$ cat src/rtl/usb_pkt_parser.sv
module usb_pkt_parser #(
  parameter int ADDR_W  = 7,
  parameter int EP_W    = 4,
  parameter int FRAME_W = 11
) (
  input  logic               clk,
  input  logic               rst_n,
  input  logic               sop_i,
  input  logic               bit_vld_i,
  input  logic               bit_i,
  input  logic               eop_i,
  output logic [3:0]         pkt_type_o,
  output logic               pid_err_o,
  output logic               sync_err_o,
  output logic [ADDR_W-1:0]  dev_addr_o,
  output logic [EP_W-1:0]    endp_o,
  output logic [FRAME_W-1:0] frame_o,
  output logic [15:0]        crc_o,
  output logic               pay_vld_o,
  output logic [7:0]         pay_byte_o,
  output logic               pkt_done_o
);

  localparam int FLD_W   = 16;
  localparam int CRC5_W  = FLD_W - ADDR_W - EP_W;
  localparam int SYNC_END = 7;
  localparam int PID_END  = 15;
  localparam int FLD_END  = PID_END + FLD_W;
  localparam int CNT_W    = $clog2(FLD_END + 2);
  localparam logic [CNT_W-1:0] CNT_SAT = CNT_W'(FLD_END + 1);

  localparam logic [3:0] T_NONE  = 4'd0,  T_OUT   = 4'd1,  T_IN    = 4'd2;
  localparam logic [3:0] T_SOF   = 4'd3,  T_SETUP = 4'd4,  T_DATA0 = 4'd5;
  localparam logic [3:0] T_DATA1 = 4'd6,  T_ACK   = 4'd7,  T_NAK   = 4'd8;
  localparam logic [3:0] T_STALL = 4'd9,  T_NYET  = 4'd10, T_OTHER = 4'd14;
  localparam logic [3:0] T_BAD   = 4'd15;

  logic             active;
  logic [CNT_W-1:0] hcnt;
  logic [2:0]       ph;
  logic [7:0]       sr;
  logic [FLD_W-1:0] fld;
  logic [7:0]       h0, h1;
  logic [1:0]       nh;
  logic             is_data;

  wire             take     = active & bit_vld_i & ~eop_i & ~sop_i;
  wire [7:0]       nb       = {bit_i, sr[7:1]};
  wire [FLD_W-1:0] nf       = {bit_i, fld[FLD_W-1:1]};
  wire             byte_end = take && (ph == 3'd7);
  wire             in_body  = hcnt > CNT_W'(PID_END);
  wire             pid_ok   = nb[7:4] == ~nb[3:0];

  function automatic logic [3:0] classify(input logic [7:0] p);
    if (p[7:4] != ~p[3:0]) return T_BAD;
    case (p)
      8'hE1:   return T_OUT;
      8'h69:   return T_IN;
      8'hA5:   return T_SOF;
      8'h2D:   return T_SETUP;
      8'hC3:   return T_DATA0;
      8'h4B:   return T_DATA1;
      8'hD2:   return T_ACK;
      8'h5A:   return T_NAK;
      8'h1E:   return T_STALL;
      8'h96:   return T_NYET;
      default: return T_OTHER;
    endcase
  endfunction

  always_ff @(posedge clk) begin
    if (!rst_n) begin
      active     <= 1'b0;
      hcnt       <= '0;
      ph         <= '0;
      sr         <= '0;
      fld        <= '0;
      h0         <= '0;
      h1         <= '0;
      nh         <= '0;
      is_data    <= 1'b0;
      pkt_type_o <= T_NONE;
      pid_err_o  <= 1'b0;
      sync_err_o <= 1'b0;
      dev_addr_o <= '0;
      endp_o     <= '0;
      frame_o    <= '0;
      crc_o      <= '0;
      pay_vld_o  <= 1'b0;
      pay_byte_o <= '0;
      pkt_done_o <= 1'b0;
    end else begin
      pay_vld_o  <= 1'b0;
      pkt_done_o <= 1'b0;
      if (sop_i) begin
        active     <= 1'b1;
        hcnt       <= '0;
        ph         <= '0;
        nh         <= '0;
        is_data    <= 1'b0;
        pkt_type_o <= T_NONE;
        pid_err_o  <= 1'b0;
        sync_err_o <= 1'b0;
        dev_addr_o <= '0;
        endp_o     <= '0;
        frame_o    <= '0;
        crc_o      <= '0;
      end else if (eop_i) begin
        if (active) begin
          active     <= 1'b0;
          pkt_done_o <= 1'b1;
          if (is_data && nh == 2'd2) crc_o <= {h1, h0};
        end
      end else if (take) begin
        ph <= ph + 3'd1;
        sr <= nb;
        if (hcnt != CNT_SAT) hcnt <= hcnt + 1'b1;
        if (in_body) fld <= nf;
        if (hcnt == CNT_W'(SYNC_END)) sync_err_o <= (nb != 8'h80);
        if (hcnt == CNT_W'(PID_END)) begin
          pkt_type_o <= classify(nb);
          pid_err_o  <= !pid_ok;
          is_data    <= (nb == 8'hC3) || (nb == 8'h4B);
        end
        if (hcnt == CNT_W'(FLD_END)) begin
          case (pkt_type_o)
            T_OUT, T_IN, T_SETUP: begin
              dev_addr_o <= nf[ADDR_W-1:0];
              endp_o     <= nf[ADDR_W +: EP_W];
              crc_o      <= 16'(nf[FLD_W-1 -: CRC5_W]);
            end
            T_SOF: begin
              frame_o <= nf[FRAME_W-1:0];
              crc_o   <= 16'(nf[FLD_W-1 -: (FLD_W - FRAME_W)]);
            end
            default: ;
          endcase
        end
        if (is_data && byte_end && in_body) begin
          case (nh)
            2'd0: begin
              h0 <= nb;
              nh <= 2'd1;
            end
            2'd1: begin
              h1 <= nb;
              nh <= 2'd2;
            end
            default: begin
              pay_vld_o  <= 1'b1;
              pay_byte_o <= h0;
              h0         <= h1;
              h1         <= nb;
            end
          endcase
        end
      end
    end
  end

endmodule


$ cat config.mk
export PLATFORM = sky130hd
export DESIGN_NAME = usb_pkt_parser
export DESIGN_NICKNAME = d
export VERILOG_FILES = /design/src/rtl/usb_pkt_parser.sv
export SDC_FILE = /design/constraint.sdc
export NUM_CORES = 1
export LEC_CHECK = 0
export BUFFER_PORTS_ARGS = -buffer_cell sky130_fd_sc_hd__buf_4
export CORE_ASPECT_RATIO = 1.25
export CORE_MARGIN = 2
export CORE_UTILIZATION = 61
export DETAILED_ROUTE_END_ITERATION = 8
export PLACE_DENSITY = 0.89
export SYNTH_ARGS = -nofsm -noshare
export SYNTH_HDL_FRONTEND = slang
export SYNTH_SLANG_ARGS = --single-unit
$ cat constraint.sdc
create_clock -name clk -period 6.2 [get_ports clk]
set_input_delay 1.86 -clock clk [delete_from_list [all_inputs] [get_ports clk]]
set_output_delay 1.86 -clock clk [all_outputs]
set_load 0.03 [all_outputs]
; Word-level counts from Yosys, hierarchy flattened
; Cells that the tools add are included.
[word_totals]
reg_bits = 107
wordCells = 112
[op_classes]
n_addsub = 2
magnitude_cmp = 1
eq_ne = 26
muxes = 21
bitwise = 12
reduce_logical = 31
[ops]
columns = cell, count
row1 = $mux W16, 6
row2 = $eq A8 B8 Y1 const B, 5
row3 = $pmux W4 S10, 1
row4 = $eq A8 B7 Y1 const B, 3
row5 = $reduce_and A5 Y1, 4
row6 = $pmux W8 S2, 1
row7 = $reduce_and A4 Y1, 4
row8 = $reduce_and A3 Y1, 4
row9 = $mux W1, 10
row10 = $reduce_bool A2 Y1, 5
row11 = $eq A4 B2 Y1 const B, 2
row12 = $eq A8 B5 Y1 const B, 1
row13 = $eq A8 B6 Y1 const B, 1
row14 = $mux W4, 2
row15 = $ne A8 B8 Y1 const B, 1
row16 = $not A1 Y1, 8
row17 = $add A6 B1 Y6 const B, 1
row18 = $eq A6 B3 Y1 const B, 1
row19 = $eq A6 B4 Y1 const B, 1
row20 = $eq A6 B5 Y1 const B, 1
row21 = $gt A6 B4 Y1 const B, 1
row22 = $ne A6 B6 Y1 const B, 1
row23 = $reduce_or A3 Y1, 2
row24 = $reduce_or A5 Y1, 1
row25 = other kinds (19), 26

; Logic depth before layout (Yosys ltp)
; Gate-level depths: netlist of the first run.
[logic_depth]
word_depth = 9
ltp_mapped = 8
depth_no_buf = 6

; Worst setup path after synthesis of the first run
; No wires, ideal clock.
[synth_timing]
path_kind = input port to flip-flop
start = input port eop_i
end = register frame_o[1]
setup_time_ns = 0.132
arrival_ns = 3.180
required_ns = 6.068
setup_slack_ns = 2.888
stages = 8
path_cell_list = buf_6 > nor4bb_4 > buf_6 > nand4_4 > or3_1 > buf_6 > nand2_1 > a21oi_1
[synth_between]
elab_chain_cells = 4
[synth_rtl]
columns = element, line_no
row1 = "start, declared", 11  ; input logic eop_i,
row2 = $not A1 Y1 (no line) (*), --
row3 = $and A1 B1 Y1 (2 in a row), 47  ; wire take = active & bit_vld_i & ~eop_i & ~sop_i;
row4 = $reduce_and A4 Y1 (no line) (*), --
row5 = "end signal, assigned", 133  ; frame_o <= nf[FRAME_W-1:0];
row6 = "end, declared", 17  ; output logic [FRAME_W-1:0] frame_o,
; Every way passes the cells marked *; elsewhere a longest branch is shown, timed or not.
; A chain may end at the register's enable or synchronous reset.

; Worst setup path in the final report of the first run
[layout_timing]
start = input port eop_i
end = register endp_o[0]
[layout_between]
elab_chain_cells = 4
[layout_rtl]
columns = element, line_no
row1 = $not A1 Y1 (no line) (*), --
row2 = $and A1 B1 Y1 (2 in a row), 47
row3 = $reduce_and A4 Y1 (no line) (*), --
row4 = "end signal, assigned", 129  ; endp_o <= nf[ADDR_W +: EP_W];
row5 = "end, declared", 16  ; output logic [EP_W-1:0] endp_o,
; Marked as above.

==> impl_results.md, run 1 <==
- Placeable Area: 6980 sq um
- Most frequent cells after synthesis: dfxtp_1 (105), nand2_1 (84), nor2_1 (35)
- Ranking of synthesized cells by area: dfxtp_1 (48%), mux2i_1 (7.5%), nand2_1 (7.1%)
- Post-synth top flop: dfxtp_1
- Most frequent CP cell: nor2_1
- EDFF count, synth: 0
- Antenna Diode Count: 0
- Fin crit share: 67.4%
- Fmax: 0.239 GHz
- Power per cell area: 219 nW/um^2
- Status: completed
- Placement Rows: 34
- Clock sinks: 105
- Arrival time worst endpoint: 4.44 ns
- Vias: 3491
- CTS resizes: 0
- Iteration-0 DRC Markers: 314
- TritonCTS clock tree: done
- Final Setup Violations: 0
- Via count of the first global-routing pass: 3322
- Post-Synth Adder-Cell Area: 1.13%
- Critical path startpoint category: primary input
- H-Tree Depth: 3
- Simple logic cell fraction of the synthesized area: 23.0%
- Crit Path Max Fanout: 17
- Slew headroom: 20.3%
- Total iterations of the first detailed-routing run: 4
- Layout cells sized above 1: 15.9%
- Top-count cell post-synth: dfxtp_1
- Die X: 80.1 um
- Area after DPL: 4830 sq um
- Initial antenna violation count: 0
- Bufs on Longest Clock Path: 2
- WL/cell: 15.4 um
- # fillers: 526
- Slowest-stage cell, CP: nor2_1
- Synth area leader: dfxtp_1
- Syn Area/Cell: 9.25 sq um
- Vias/cell: 5.69
- Yosys cell types: 48
- CTS buffer count: 9
- Cells after synthesis: 478
- Power Total: 1.10 mW
- Worst IR drop on VDD: 0.151 mV
- Hold buffers post-CTS: 0
- Post-detailed-route count of antenna-violating nets: 0
- Min Tclk post-route: 4.18 ns
- Dpl hpwl: 6.64 mm
- DIE AREA: 7950 sq um
- CP Capture Type: register
- Largest net degree at the start of global routing: 50
- Die height: 99.2 um
- Max-Cap Viols: 0
- First-pass GRT wire length: 15.6 mm
- Final Routed Wirelength: 9.44 mm
- Post-synthesis mux area share: 7.47%
- Post-CTS Setup Bufs: 0
- Final hold vios: 0
- Setup Skew: 0.0134 ns
- Grt ovf: 0
- Leak: 1.94 nW
- GRT Overall Usage: 24.8%
- DP Worst Slack: 1.61 ns
- Clock latency at the later pin of the worst-skew pair: 0.37 ns
- Cell area after synthesis: 4420 sq um
- Top-area cell type share of the netlist area: 47.6%
- Pins Over Slew Limit: 0
- Synth warnings: 0
- Starting Density: 63.3%
- Worst path cell trace: buf_4 -> nor4bb_4 -> nand4_4 -> nor2_1 -> mux2i_1 -> nor2_1
- Crit path required time: 6.46 ns
- Worst-Margin Slew: 1.19 ns
- Seq/Total Area, Yosys: 47.6%
- Sum Neg Setup Slack: 0 ns
- Worst r2r path cells: 5
- DRC violations left: 0
- Worst-path clk slew: 0.11 ns
- Final #Nets: 528
- Crit path kind: in2reg
- Synth async-reset ratio: 0%
- Largest family of logic cells by synthesized area: simple AND/OR/NAND/NOR gates
- Syn Nets: 488
- WHS Path Cells: 2
- CP peak stage delay: 0.95 ns
- Layout area overhead: 13.3%
- Synth Area in Compound Gates: 15.0%
- Clock root buffer: clkbuf_8
- #FFs+latches synth: 105
- RSZ-0062 raised after global routing: no
- GPL Wtd Cong: 0.801
- IO Count: 60
- Final WS setup: 2.02 ns
- Cell area after layout: 5010 sq um
- Hold Crit Class: reg2reg
- # port buffers: 59
- Final core occ: 71.8%
- Synth Area in XOR/XNOR: 1.98%
## registers in the layout, summed over array words and instances (netlist names)
| signal | count |
|---|---|
| pay_byte_o | 8 |
| active | 1 |
| h1 | 8 |
| pkt_done_o | 1 |
| dev_addr_o | 7 |
| pid_err_o | 1 |
| pkt_type_o | 4 |
| fld | 15 |
| h0 | 8 |
| endp_o | 4 |
| hcnt | 6 |
| sync_err_o | 1 |
| ph | 3 |
| frame_o | 11 |
| nh | 2 |
| pay_vld_o | 1 |
| sr | 7 |
| crc_o | 16 |
| is_data | 1 |
## cells in the final DEF, fill, tap and decap left out, types with 3 or more instances in the layout
cell type | netlist | routed
nor3_1 | 3 | 3
nand2_1 | 84 | 84
and4_1 | 3 | 3
buf_4 | 1 | 60
mux2i_1 | 33 | 33
inv_1 | 4 | 4
xnor2_1 | 4 | 4
dfxtp_1 | 105 | 105
nor2b_1 | 18 | 18
xor2_1 | 6 | 6
or3_1 | 5 | 5
clkinv_4 | 0 | 4
nand3_1 | 16 | 16
a21oi_1 | 21 | 21
nor2_1 | 35 | 35
nor4_1 | 3 | 3
a22o_1 | 11 | 11
o211a_1 | 9 | 9
nand2b_1 | 9 | 9
a211oi_1 | 5 | 5
o21ai_0 | 18 | 18
ha_1 | 4 | 4
clkbuf_8 | 0 | 9
a21boi_0 | 22 | 22
## power by group
| part | switching [mW] | leakage, nW | internal [mW] |
|---|---|---|---|
| Sequential | 0.000945 | 0.846 | 0.675 |
| Clock | 0.243 | 0.0914 | 0.152 |
| Combinational | 0.0170 | 1.01 | 0.00998 |
## worst max-delay path, delay by kind of cell
kind / cells / cell delay [ns]
buffers and inverters: 1 / 0.17
muxes: 1 / 0.30
and+or+nand+nor: 4 / 2.10
## logic make-up (layout without fill, tap and decap cells)
kind of cell,after synthesis,in the layout
AO/OA/AOI/OAI,96,96
AND/OR/NAND/NOR,195,195
flip-flops,105,105
buffers and inverters,35,80
multiplexers,33,33
XOR/XNOR,10,10
adder cells (fa/ha/maj),4,4
## per-layer routing
| layer | wire [um] | GRT usage, % |
|---|---|---|
| met1 | 3960 | 30.4 |
| met4 | 205 | 11.2 |
| met3 | 412 | 3.90 |
| met2 | 4870 | 42.6 |
| met5 | 0 | 0 |
## path summary, 6_finish.rpt
check	start	end	slack, ns
max	eop_i	endp_o[0]	2.02
min	frame_o[5]	frame_o[5]	0.46
max reg2reg	active	endp_o[0]	3.33
min reg2reg	frame_o[5]	frame_o[5]	0.46
## area by class of cell
class / instances / area, sq um / share of cell area (%)
clock buffer: 10 / 128 / 2.55
clock inverter: 6 / 52.6 / 1.05
inverter: 4 / 15.0 / 0.300
multi-input combinational: 338 / 2150 / 42.9
sequential: 105 / 2100 / 42.0
tap: 90 / 113 / 2.25
timing repair buffer: 60 / 450 / 9.00
## metrics by stage
step	std cells	hold slack, ns
floorplan	478	0.440
global placement	597	0.441
detailed placement	597	0.446
CTS	613	0.460
global route	613	0.488
finish	613	0.460
(Power assumes the default switching activity.)
==> run 2, diff against run 1 <==
--- a/config.mk
+++ b/config.mk
@@ -5,12 +5,13 @@
 export SDC_FILE = /design/constraint.sdc
 export NUM_CORES = 1
 export LEC_CHECK = 0
+export ABC_AREA = 1
 export BUFFER_PORTS_ARGS = -buffer_cell sky130_fd_sc_hd__buf_4
 export CORE_ASPECT_RATIO = 1.25
 export CORE_MARGIN = 2
-export CORE_UTILIZATION = 61
+export CORE_UTILIZATION = 51
 export DETAILED_ROUTE_END_ITERATION = 8
-export PLACE_DENSITY = 0.89
+export PLACE_DENSITY = 0.8
 export SYNTH_ARGS = -nofsm -noshare
 export SYNTH_HDL_FRONTEND = slang
 export SYNTH_SLANG_ARGS = --single-unit
==> constraint.sdc (replaced) <==
create_clock -name clk -period 3.35 [get_ports clk]
set_input_delay 1.005 -clock clk [delete_from_list [all_inputs] [get_ports clk]]
set_output_delay 1.005 -clock clk [all_outputs]
set_load 0.03 [all_outputs]
==> impl_results.md, run 2 <==
- DIE AREA: 9470 sq um (was 7950 sq um)
- Fmax: 0.432 GHz
- Via count of the first global-routing pass: 3681 (was 3322)
- Layout area overhead: 16.2% (was 13.3%)
- Most frequent cells in the layout: nor2_1 (120), dfxtp_1 (105), nand2_1 (97) (was dfxtp_1 (105), nand2_1 (84), buf_4 (60))
- # port buffers: 59 (unchanged)
- Clk pwr share: 40.6% (was 36.0%)
- Cell area after synthesis: 4440 sq um (was 4420 sq um)
- CP Capture Type: register (unchanged)
- Layout cells sized above 1: 15.3% (was 15.9%)
- Setup Skew: 0.0124 ns (was 0.0134 ns)
- Top-count cell post-synth: nor2_1 (was dfxtp_1)
- H-Tree Depth: 3 (unchanged)
- Ranking of synthesized cells by area: dfxtp_1 (47%), nor2_1 (10%), nand2_1 (8.2%) (was dfxtp_1 (48%), mux2i_1 (7.5%), nand2_1 (7.1%))
- Most common cell after layout, fill and taps aside: nor2_1 (was dfxtp_1)
- GRT Overall Usage: 21.5% (was 24.8%)
- Final Routed Wirelength: 9.78 mm (was 9.44 mm)
- Switching share of power: 21.0% (was 23.8%)
- Bufs on Longest Clock Path: 2 (unchanged)
- Hold Crit Class: reg2reg (unchanged)
- Crit path kind: in2reg (unchanged)
- Grt ovf: 0 (unchanged)
- Syn Area/Cell: 7.36 sq um (was 9.25 sq um)
- Grt met3 use: 3.82% (was 3.90%)
- Clock root buffer: clkbuf_8 (unchanged)
- Hold buffers post-CTS: 0 (unchanged)
- Final core occ: 60.2% (was 71.8%)
- Placement Rows: 38 (was 34)
- DRC violations left: 0 (unchanged)
- Arrival time worst endpoint: 2.57 ns (was 4.44 ns)
- WL/cell: 12.9 um (was 15.4 um)
- Cells after synthesis: 603 (was 478)
- Met2 Usage GRT: 35.5% (was 42.6%)
- Largest net degree at the start of global routing: 35 (was 50)
- Max reg flops: 16 (unchanged)
- Power Total: 2.24 mW (was 1.10 mW)
- Most frequent cells after synthesis: nor2_1 (121), dfxtp_1 (105), nand2_1 (97) (was dfxtp_1 (105), nand2_1 (84), nor2_1 (35))
- Final Setup Violations: 0 (unchanged)
- Vias/cell: 5.29 (was 5.69)
- Final WS setup: 1.04 ns (was 2.02 ns)
- GRT met1 Usage: 27.2% (was 30.4%)
- Top Usage Layer GRT: met2 (unchanged)
- Total iterations of the first detailed-routing run: 5 (was 4)
- Initial antenna violation count: 0 (unchanged)
- #FFs+latches synth: 105 (unchanged)
- Final hold vios: 0 (unchanged)
- Placeable Area: 8560 sq um (was 6980 sq um)
- Worst-Margin Slew: 0.543 ns (was 1.19 ns)
- IO Count: 60 (unchanged)
- Yosys cell types: 35 (was 48)
- Post-CTS Setup Bufs: 0 (unchanged)
- Min Tclk post-route: 2.31 ns
- Worst IR drop on VDD: 0.259 mV (was 0.151 mV)
- Die height: 108 um (was 99.2 um)
- Critical path startpoint category: primary input (unchanged)
- Seq/Total Area, Yosys: 47.4% (was 47.6%)
- Top-area cell type share of the netlist area: 47.4% (was 47.6%)
- Crit Path Max Fanout: 16 (was 17)
- Vias: 4007 (was 3491)
- Largest register by flop count: crc_o (unchanged)
- Max-Cap Viols: 0 (unchanged)
- Crit path required time: 3.61 ns (was 6.46 ns)
- Pins Over Slew Limit: 0 (unchanged)
- Clock sinks: 105 (unchanged)
- Post-detailed-route count of antenna-violating nets: 0 (unchanged)
- RSZ-0062 raised after global routing: no (unchanged)
- Dpl hpwl: 6.99 mm (was 6.64 mm)
- P_sw: 470 uW (was 261 uW)
- DP Worst Slack: 0.676 ns (was 1.61 ns)
- Sequential power share: 56.1% (was 61.6%)
- Crit. Startpoint: eop_i (unchanged)
- Slew headroom: 63.7% (was 20.3%)
- Synth warnings: 0 (unchanged)
- Clock latency at the later pin of the worst-skew pair: 0.36 ns (was 0.37 ns)
- CTS resizes: 0 (unchanged)
- CTS buffer count: 9 (unchanged)
- Power per cell area: 434 nW/um^2 (was 219 nW/um^2)
- Comb pwr share: 3.3% (was 2.5%)
- Leak: 2.16 nW (was 1.94 nW)
- Iteration-0 DRC Markers: 233 (was 314)
- Reg2reg start: hcnt[0] (was active)
- First-pass GRT wire length: 16.4 mm (was 15.6 mm)
- Starting Density: 51.9% (was 63.3%)
- Status: completed (unchanged)
- Die X: 87.4 um (was 80.1 um)
- Worst-path clk slew: 0.10 ns (was 0.11 ns)
- Worst hold start: frame_o[6] (was frame_o[5])
- TritonCTS clock tree: done (unchanged)
- Sum Neg Setup Slack: 0 ns (unchanged)
- Antenna Diode Count: 0 (unchanged)
- Post-synth top flop: dfxtp_1 (unchanged)
- Largest regs: crc_o: 16 flops, fld: 15 flops, frame_o: 11 flops (unchanged)
- Fin crit share: 69.0%
- Final #Nets: 664 (was 528)
- Synth area leader: dfxtp_1 (unchanged)
- Synth async-reset ratio: 0% (unchanged)
- # fillers: 780 (was 526)
- Syn Nets: 613 (was 488)
- EDFF count, synth: 0 (unchanged)
- Internal power: 1.77 mW (was 837 uW)
- GPL Wtd Cong: 0.976 (was 0.801)
-- run 2: changes by cell type after synthesis, sizes merged, moves of 16 or more --
| cell | before | now |
|---|---|---|
| nor2 | 37 | 124 |
| o21ai | 20 | 76 |
| inv | 4 | 47 |
| a21oi | 22 | 58 |
| mux2i | 33 | 4 |
| a21boi | 22 | 0 |
| nand2 | 84 | 102 |
| nor2b | 18 | 0 |
| nand3 | 16 | 32 |
-- run 2: per-stage QoR --
| stage | std cells | hold WS, ns | area, sq um |
|---|---|---|---|
| floorplan | 603 | 0.448 | 4440 |
| global placement | 743 | 0.436 | 4920 |
| detailed placement | 743 | 0.437 | 4920 |
| CTS | 758 | 0.451 | 5160 |
| global route | 758 | 0.466 | 5160 |
| finish | 758 | 0.450 | 5160 |
-- run 2: layer usage --
metal	share of wire, %	wire (um)	vias to the layer above
li1	-	-	2064
met1	46	4530	1830
met2	48	4710	93
met3	3.5	341	20
met4	2.0	199	0
met5	0	0	-
-- run 2: cell type report --
cell class                      instances  area [sq um]  share of cell area, %
Timing Repair Buffer                   65           488                   9.46
Clock inverter                          5           105                   2.04
Sequential cell                       105          2100                   40.8
Inverter                               50           194                   3.76
Multi-Input combinational cell        423          2010                   39.1
Tap cell                              100           125                   2.43
Clock buffer                           10           128                   2.48
-- run 2: path summary, 6_finish.rpt --
check | depth (start not counted) | to | slack (ns)
setup / recovery | 10 | pay_byte_o[6] | 1.04
hold / removal | 2 | frame_o[6] | 0.45
setup reg to reg | 8 | crc_o[3] | 1.37
hold reg to reg | 2 | frame_o[6] | 0.45
-- run 2: cells by family (layout without fill, tap and decap cells) --
kind of cell	Yosys count	after routing	synth area share (%)
AND/OR/NAND/NOR	279	279	27.6
buffers and inverters	75	130	7.30
flip-flops	105	105	47.4
adder cells (fa/ha/maj)	4	4	1.13
XOR/XNOR	1	1	0.197
AO/OA/AOI/OAI	135	135	15.5
multiplexers	4	4	0.902
-- run 2: power by group through the flow --
stage	Clock (mW)	Combinational [mW]	Sequential [mW]
after floorplan	0	0.0531	1.28
after global placement	0	0.0723	1.28
after detailed placement	0	0.0732	1.28
after CTS	0.916	0.0736	1.26
after global routing	0.963	0.0845	1.26
final	0.907	0.0739	1.26
-- run 2: worst max-delay path: stages --
cell      delay (ns)
buf_4           0.15
clkinv_4        0.07
nand3_2         0.09
nor2_4          0.19
buf_4           0.25
nand2_4         0.16
nor2_8          0.20
nand2_4         0.11
o21ai_0         0.26
nor2_1          0.07
